### src/rtl/strobe_fifo_pkg.sv
package strobe_fifo_pkg;

    // index of each strobe line inside the synchroniser bundle
    localparam int unsigned LINE_WR  = 0;
    localparam int unsigned LINE_RD  = 1;
    localparam int unsigned LINE_RW  = 2;
    localparam int unsigned N_LINES  = 3;

    // per-line event bundle produced by the synchroniser
    typedef struct packed {
        logic fall;     // settled high -> synchronised low
        logic rise;     // settled low  -> synchronised high
        logic settled;  // level seen one cycle earlier
    } strobe_ev_t;

    function automatic int unsigned ptr_bits(input int unsigned depth);
        return (depth < 2) ? 1 : $clog2(depth);
    endfunction

endpackage

### src/rtl/strobe_sync.sv
module strobe_sync
    import strobe_fifo_pkg::*;
#(
    parameter int unsigned LINES = 3,
    parameter int unsigned DW    = 9
) (
    input  logic                    clk,
    input  logic [LINES-1:0]        raw_n,
    input  logic [DW-1:0]           data_raw,
    output strobe_ev_t [LINES-1:0]  ev,
    output logic [DW-1:0]           data_sync
);

    logic [DW-1:0] data_q1, data_q2;

    for (genvar g = 0; g < LINES; g++) begin : g_line
        logic s1, s2, prev;
        always_ff @(posedge clk) begin
            s1   <= raw_n[g];
            s2   <= s1;
            prev <= s2;
        end
        assign ev[g].fall    = prev & ~s2;
        assign ev[g].rise    = ~prev & s2;
        assign ev[g].settled = prev;
    end

    // data follows the same two-flop path so it lines up with the edges
    always_ff @(posedge clk) begin
        data_q1 <= data_raw;
        data_q2 <= data_q1;
    end
    assign data_sync = data_q2;

endmodule

### src/rtl/fifo_store.sv
module fifo_store #(
    parameter int unsigned DEPTH = 256,
    parameter int unsigned DW    = 9,
    localparam int unsigned AW   = (DEPTH < 2) ? 1 : $clog2(DEPTH)
) (
    input  logic          clk,
    input  logic          we,
    input  logic [AW-1:0] waddr,
    input  logic [DW-1:0] wdata,
    input  logic [AW-1:0] raddr,
    output logic [DW-1:0] rdata
);

    logic [DW-1:0] cells [DEPTH];

    always_ff @(posedge clk) begin
        if (we) cells[waddr] <= wdata;
    end

    assign rdata = cells[raddr];

endmodule

### src/rtl/fifo_flags.sv
module fifo_flags #(
    parameter int unsigned DEPTH = 256,
    localparam int unsigned AW   = (DEPTH < 2) ? 1 : $clog2(DEPTH),
    localparam int unsigned CW   = AW + 1,
    localparam int unsigned HALF = DEPTH / 2
) (
    input  logic [CW-1:0] count,
    input  logic          wr_arm,
    input  logic          rd_arm,
    output logic          empty_n,
    output logic          full_n,
    output logic          half_n
);

    // occupancy as seen by the filling side: a claimed write counts
    logic [CW:0] claimed;
    // occupancy as seen by the draining side: a claimed read is gone
    logic [CW:0] remaining;

    always_comb begin
        claimed   = {1'b0, count} + {{CW{1'b0}}, wr_arm};
        remaining = {1'b0, count} - {{CW{1'b0}}, rd_arm};
        full_n    = !(claimed >= (CW+1)'(DEPTH));
        half_n    = !(claimed >  (CW+1)'(HALF));
        empty_n   = (remaining != '0);
    end

endmodule

### src/rtl/fifo_ctrl.sv
module fifo_ctrl
    import strobe_fifo_pkg::*;
#(
    parameter int unsigned DEPTH = 256,
    parameter int unsigned DW    = 9,
    localparam int unsigned AW   = (DEPTH < 2) ? 1 : $clog2(DEPTH),
    localparam int unsigned CW   = AW + 1
) (
    input  logic          clk,
    input  logic          clear_n,
    input  strobe_ev_t    wr_ev,
    input  strobe_ev_t    rd_ev,
    input  strobe_ev_t    rw_ev,
    input  logic [DW-1:0] din_s,
    input  logic          empty_n,
    input  logic          full_n,
    input  logic [DW-1:0] rdata,
    output logic          we,
    output logic [AW-1:0] waddr,
    output logic [DW-1:0] wdata,
    output logic [AW-1:0] raddr,
    output logic [CW-1:0] count,
    output logic          wr_arm,
    output logic          rd_arm,
    output logic [DW-1:0] dout,
    output logic          dout_oe
);

    logic [AW-1:0] wptr, rptr;
    logic          blocked;
    logic          wr_go, wr_done, rd_go, rd_done, rw_go;

    always_comb begin
        blocked = !rw_ev.settled || rw_ev.fall;
        wr_go   = wr_ev.fall && full_n  && !blocked && !wr_arm;
        rd_go   = rd_ev.fall && empty_n && !blocked && !rd_arm;
        wr_done = wr_ev.rise && wr_arm;
        rd_done = rd_ev.rise && rd_arm;
        rw_go   = rw_ev.fall && !wr_arm && !rd_arm;
    end

    assign we    = wr_done;
    assign waddr = wptr;
    assign wdata = din_s;
    assign raddr = rptr;

    always_ff @(posedge clk) begin
        if (!clear_n) begin
            wptr    <= '0;
            rptr    <= '0;
            count   <= '0;
            wr_arm  <= 1'b0;
            rd_arm  <= 1'b0;
            dout    <= '0;
            dout_oe <= 1'b0;
        end else begin
            if (wr_go)   wr_arm <= 1'b1;
            if (wr_done) begin
                wr_arm <= 1'b0;
                wptr   <= wptr + 1'b1;
            end
            if (rd_go) begin
                rd_arm  <= 1'b1;
                dout    <= rdata;
                dout_oe <= 1'b1;
            end
            if (rd_done) begin
                rd_arm  <= 1'b0;
                dout_oe <= 1'b0;
                rptr    <= rptr + 1'b1;
            end
            if (rw_go) begin
                rptr  <= '0;
                count <= {1'b0, wptr};
            end else begin
                count <= count + {{AW{1'b0}}, wr_done} - {{AW{1'b0}}, rd_done};
            end
        end
    end

endmodule

### src/rtl/strobe_fifo.sv
module strobe_fifo
    import strobe_fifo_pkg::*;
#(
    parameter int unsigned DEPTH = 256,
    parameter int unsigned WIDTH = 9,
    localparam int unsigned AW   = (DEPTH < 2) ? 1 : $clog2(DEPTH),
    localparam int unsigned CW   = AW + 1
) (
    input  logic             clk,
    input  logic             clear_n,
    input  logic             wr_n,
    input  logic             rd_n,
    input  logic             rewind_n,
    input  logic [WIDTH-1:0] din,
    output logic [WIDTH-1:0] dout,
    output logic             dout_oe,
    output logic             empty_n,
    output logic             full_n,
    output logic             half_n
);

    strobe_ev_t [N_LINES-1:0] ev;
    logic [N_LINES-1:0] raw_n;
    logic [WIDTH-1:0]   din_s, wdata, rdata;
    logic [AW-1:0]      waddr, raddr;
    logic               we, wr_arm, rd_arm, rd_settled;
    logic [CW-1:0]      count;

    always_comb begin
        raw_n          = '1;
        raw_n[LINE_WR] = wr_n;
        raw_n[LINE_RD] = rd_n;
        raw_n[LINE_RW] = rewind_n;
    end

    strobe_sync #(.LINES(N_LINES), .DW(WIDTH)) u_sync (
        .clk       (clk),
        .raw_n     (raw_n),
        .data_raw  (din),
        .ev        (ev),
        .data_sync (din_s)
    );

    assign rd_settled = ev[LINE_RD].settled;

    fifo_ctrl #(.DEPTH(DEPTH), .DW(WIDTH)) u_ctrl (
        .clk     (clk),
        .clear_n (clear_n),
        .wr_ev   (ev[LINE_WR]),
        .rd_ev   (ev[LINE_RD]),
        .rw_ev   (ev[LINE_RW]),
        .din_s   (din_s),
        .empty_n (empty_n),
        .full_n  (full_n),
        .rdata   (rdata),
        .we      (we),
        .waddr   (waddr),
        .wdata   (wdata),
        .raddr   (raddr),
        .count   (count),
        .wr_arm  (wr_arm),
        .rd_arm  (rd_arm),
        .dout    (dout),
        .dout_oe (dout_oe)
    );

    fifo_store #(.DEPTH(DEPTH), .DW(WIDTH)) u_store (
        .clk   (clk),
        .we    (we),
        .waddr (waddr),
        .wdata (wdata),
        .raddr (raddr),
        .rdata (rdata)
    );

    fifo_flags #(.DEPTH(DEPTH)) u_flags (
        .count   (count),
        .wr_arm  (wr_arm),
        .rd_arm  (rd_arm),
        .empty_n (empty_n),
        .full_n  (full_n),
        .half_n  (half_n)
    );

endmodule

### config.mk
export PLATFORM = sky130hd
export DESIGN_NAME = strobe_fifo
export DESIGN_NICKNAME = d
export VERILOG_FILES = /design/src/rtl/strobe_fifo_pkg.sv /design/src/rtl/strobe_sync.sv /design/src/rtl/fifo_store.sv /design/src/rtl/fifo_flags.sv /design/src/rtl/fifo_ctrl.sv /design/src/rtl/strobe_fifo.sv
export SDC_FILE = /design/constraint.sdc
export NUM_CORES = 2
export LEC_CHECK = 0
export BUFFER_PORTS_ARGS = -buffer_cell sky130_fd_sc_hd__clkbuf_2
export CAP_MARGIN = 25
export CORE_ASPECT_RATIO = 1.25
export CORE_MARGIN = 8
export CORE_UTILIZATION = 40
export DETAILED_ROUTE_END_ITERATION = 12
export GPL_TIMING_DRIVEN = 0
export PLACE_DENSITY = 0.65
export RECOVER_POWER = 100
export SETUP_SLACK_MARGIN = 0.05
export SLEW_MARGIN = 10
export SYNTH_ARGS = -nofsm -noshare
export SYNTH_HDL_FRONTEND = slang
export SYNTH_SLANG_ARGS = --single-unit
export TNS_END_PERCENT = 10
### constraint.sdc
create_clock -name clk -period 6.9 [get_ports clk]
set_input_delay 0.345 -clock clk [delete_from_list [all_inputs] [get_ports clk]]
set_output_delay 0.345 -clock clk [all_outputs]
set_load 0.01 [all_outputs]
# Yosys cells after proc, flatten, opt, wreduce, memory -nomap -nowiden
# Memory sizes are Yosys's and may differ from the RTL's. A register that Yosys moved wholly into a read port is not among the register bits.
# Cells that the tools add are included.
# W data, S select, Z words.
# word_totals
inputBits,14
word_cells,62
latchBits,0
rom_bits,0
output_inout_bits,13
ff_bits,54
mem_bits_rw,2304
mem_count,1
# classes
n_addsub,6
reduce_logical,22
n_bitwise,11
order_cmp,2
shifts,0
mul,0
n_div,0
muxes,3
n_eq_ne,0
# memory_table
name,depth,word_bits,rd,rd_ports_with_merged_regs,wr,line,rtl
u_store.cells,256,9,1,1,1,fifo_store.sv:14,logic [DW-1:0] cells [DEPTH];
# ops
operator,n
$add A8 B1 Y8 const B,2
$add A9 B1 Y10,1
$ge A10 B9 Y1 const B,1
$gt A10 B8 Y1 const B,1
$logic_and A1 B1 Y1,10
$reduce_bool A10 Y1,1
$sub A9 B1 Y10,1
$add A9 B1 Y9,1
$sub A9 B1 Y9,1
$mux W8,1
$logic_not A1 Y1,7
$not A1 Y1,6
$reduce_or A2 Y1,3
$and A1 B1 Y1,5
$mux W1,2
$logic_or A1 B1 Y1,1

# Depth between registers and ports, before layout
# depth
ltp_word,6
depth_mapped,15
depth_no_buf,15

# Modules after synthesis
# A second synthesis with hierarchy kept.
# unflattened
cells_unflattened,4505
hier_area_um2,91839.3
# modules_own_cells
mod,n_inst,seq_area_each_um2,cells_per_inst,area_each_um2
fifo_store,1,69186.4,4228,89098.0
fifo_ctrl,1,720.7,210,1884.3
strobe_sync,1,540.5,36,600.6
fifo_flags,1,0.0,31,256.5

# Worst setup path after synthesis
# Ideal clock, no wire load.
# synth_timing
path_kind,register to register
startpoint,"register u_sync.data_q2[0], in the netlist u_sync.data_sync[0]"
endpoint,memory u_store.cells[0][0] (data pin)
setup_ns,0.852
path_buffers,0
period_less_slack_ns,4.234
path_stages_with_launch,1
setup_slack_ns,2.666
t_arrival_ns,3.382
required_time_ns,6.048
cell_sequence,dfxtp_1
# synth_lines
element,line,rtl
"start, declared",strobe_sync.sv:14,"logic [DW-1:0] data_q1, data_q2;"
"start signal, assigned",strobe_sync.sv:31,data_q2 <= data_q1;
"end, declared",fifo_store.sv:14,
# Straight into the memory's write port.

==> out/results.tsv <==
metric	value	unit
Routed Antenna Nets	0	
fin crit period	5873	ps
Cell Pwr Density	276.1	nW/um2
Clock power frac	42.4	%
Setup Crit Path Kind	reg2reg	
Clock Skew	68.22	ps
H-tree depth	4	
status	finished, violations left	
f_max	170.3	MHz
Pint	22.79	mW
WL/cell	34.07	um
CP Buf/Inv Count	5	
share of layout cells above drive strength 1	18.74	%
hpwl dp	193000	um
Nets	4962	
dpl cells	7734	
post-CTS setup buffer count	0	
LEAKAGE	30.75	nW
Slew Limit Fails	1666	
Overall Global Routing Usage	21.88	%
YS warnings	0	
Die Wd	445.1	um
CTS buffer count	224	
Final Wtd Congestion	0.9964	
vias	48654	
clock root buffer	clkbuf_16	
# fillers	19490	
top cell type by total area after synthesis	edfxtp_1	
final hold slack	77.59	ps
Worst EP required	7740	ps
Post-CTS Hold Buffers	13	
RSZ-0062 raised after global routing	false	
syn_area_per_cell	20.21	um2
Post-Syn Instances	4556	
crit-path max FO	10	
Ports	27	
Synth Flop Type	edfxtp_1	
post-route cell area	104000	um2
initial antenna violation count	9	
CP dominant cell by count	clkbuf_1	
most common cell in the netlist	edfxtp_1	
Post-synth EDFFs	2304	
Initial Utilization	40.08	%
Synth top cells by count	2304 x edfxtp_1, 447 x mux4_2, 320 x mux2i_1	
worst reg2reg setup slack	1030	ps
row count	197	
Peak VDD IR	0.2156	mV
area post-placement	97300	um2
max cap viols	38	
Post-route DRC	0	
Worst setup SP type	register	
cts repair resizes	0	
first-pass GRT wire length	380700	um
syn nets	4606	
sw frac	20.63	%
post-synthesis sequential area ratio	76.51	%
count of final setup violators	0	
Clk pin slew, worst setup/hold paths	70	ps
CP Cell Sequence	clkbuf_1 > clkbuf_1 > clkbuf_1 > clkbuf_1 > buf_8 > o21ai_0 > nand4_1 > nor4_1 > nor3b_1 > o221a_1	
PortBufs	25	
Cell variety after synth	65	
Final Cycle Share	85.11	%
worst hold path class	in2reg	
via/cell ratio	5.950	
Synth async-reset ratio	0	%
Die Y	552.4	um
dominant cells by area after synthesis	edfxtp_1 75%, mux4_2 11%, mux2i_1 3.5%	
gr ovfl total	0	
Worst path top cell family by delay	buffers and inverters	
Yosys reg bits	2367	
failing checks	max-capacitance violations, max-slew violations	
Final Hold Vio Count	0	
fin cells	8177	
crit end category	register	
worst slew pin tran	4067	ps
Comb pwr share	2.3	%
largest net degree at the start of global routing	91	
core footprint	229700	um2
CTS Buffer Depth	4	
die area	245900	um2
Worst path slowest cell	clkbuf_1	
Worst EP arrival	6710	ps
power share of the sequential group	55.3	%
largest stage delay on the critical path	1060	ps
area delta synth->final	12.94	%
top cell type's share of synthesized area	75.14	%
Worst-Skew Late Latency	890	ps
slew margin rel.	-171.2	%
CTS tree	done	
first drt pass iteration count	8	
post-synthesis cell area	92070	um2
DRT iter0 DRCs	6857	
Switch Pwr	5.925	mW
Num Clock Sinks	2367	
vias in the first global route	48144	
Design Power	28.71	mW
total wire length	278600	um
-- cells in the final DEF, fill, tap and decap left out, drive strengths merged, types with 10 or more instances in the layout --
master	netlist	layout
edfxtp	2304	2304
clkbuf	121	477
mux4	447	447
mux2i	320	320
nor2	287	287
buf	161	173
a22oi	104	104
clkinv	0	100
o21ai	99	99
a221oi	96	96
nand2	87	87
dfxtp	63	63
nand3	51	51
a21oi	44	44
nand4	42	42
nor2b	38	38
ha	35	35
inv	24	35
a22o	26	26
xnor2	21	21
a211oi	21	21
o211ai	21	21
bufinv	0	21
nor4	19	19
clkinvlp	0	16
dlygate4sd3	0	13
nor3	12	12
and2	11	11
nor3b	10	10
o22ai	10	10
-- per-layer routing --
metal  part of all wire, %  up-vias  track usage [%]
met1                    35    25405            27.06
met4                   8.1        2            14.30
met3                   9.2      712            4.178
met2                    47     3028            35.23
li1                      -    19507                -
met5                0.0047        -                0
-- path summary, 6_finish.rpt --
| kind | start | endpoint | depth (start not counted) |
|---|---|---|---|
| hold / removal | clear_n | u_ctrl.waddr[6] | 2 |
| setup reg to reg | u_ctrl.raddr[2] | u_ctrl.dout[2] | 10 |
| hold reg to reg | u_sync.data_q1[5] | u_sync.data_sync[5] | 0 |
| setup / recovery | u_ctrl.raddr[2] | u_ctrl.dout[2] | 10 |
-- registers in the layout, indices dropped and copies added (netlist names) --
signal	flops
u_sync.g_line.prev	3
u_sync.g_line.s2	3
u_ctrl.waddr	8
u_ctrl.wr_arm	1
u_ctrl.count	9
u_ctrl.raddr	8
u_ctrl.dout	9
u_sync.data_sync	9
u_ctrl.rd_arm	1
u_sync.data_q1	9
u_store.cells	2304
u_sync.g_line.s1	3
-- cells by family after synthesis --
family                   share of synthesized area, %
adder cells (fa/ha/maj)                        0.4974
AO/OA/AOI/OAI                                   3.526
multiplexers                                    14.41
buffers and inverters                           1.689
flip-flops                                      76.51
AND/OR/NAND/NOR                                 3.087
XOR/XNOR                                       0.2759
-- per-stage QoR --
step | setup slack [ps] | utilization [%] | setup TNS, ps
2_1_floorplan | 2666 | - | 0
3_3_place_gp | -1847 | 41.81 | -3294000
3_5_place_dp | 1817 | 42.35 | 0
4_1_cts | 1830 | 45.51 | 0
5_1_grt | 1025 | 45.26 | 0
6_report | 1027 | 45.27 | 0
-- cell type report --
class                   count  area [um2]  area share, %
flip-flops and latches   2367       70450          67.75
multi-input cells        1883       20080          19.31
clock buffers             251        5728          5.508
well taps                3084        3859          3.711
plain buffers             282        1450          1.394
clock inverters           148        1379          1.326
repair buffers            130       937.1         0.9012
inverters                  24       90.09        0.08663
diodes                      8       20.02        0.01925
-- power groups by stage --
stage	Sequential [mW]	Clock (mW)	Combinational [mW]
final	15.9	12.2	0.652
after CTS	15.9	12.3	0.673
after floorplan	16.3	0	0.320
after global routing	15.9	12.8	0.707
after detailed placement	16.2	0	0.663
after global placement	16.5	0	0.425
(Power assumes the default switching activity.)
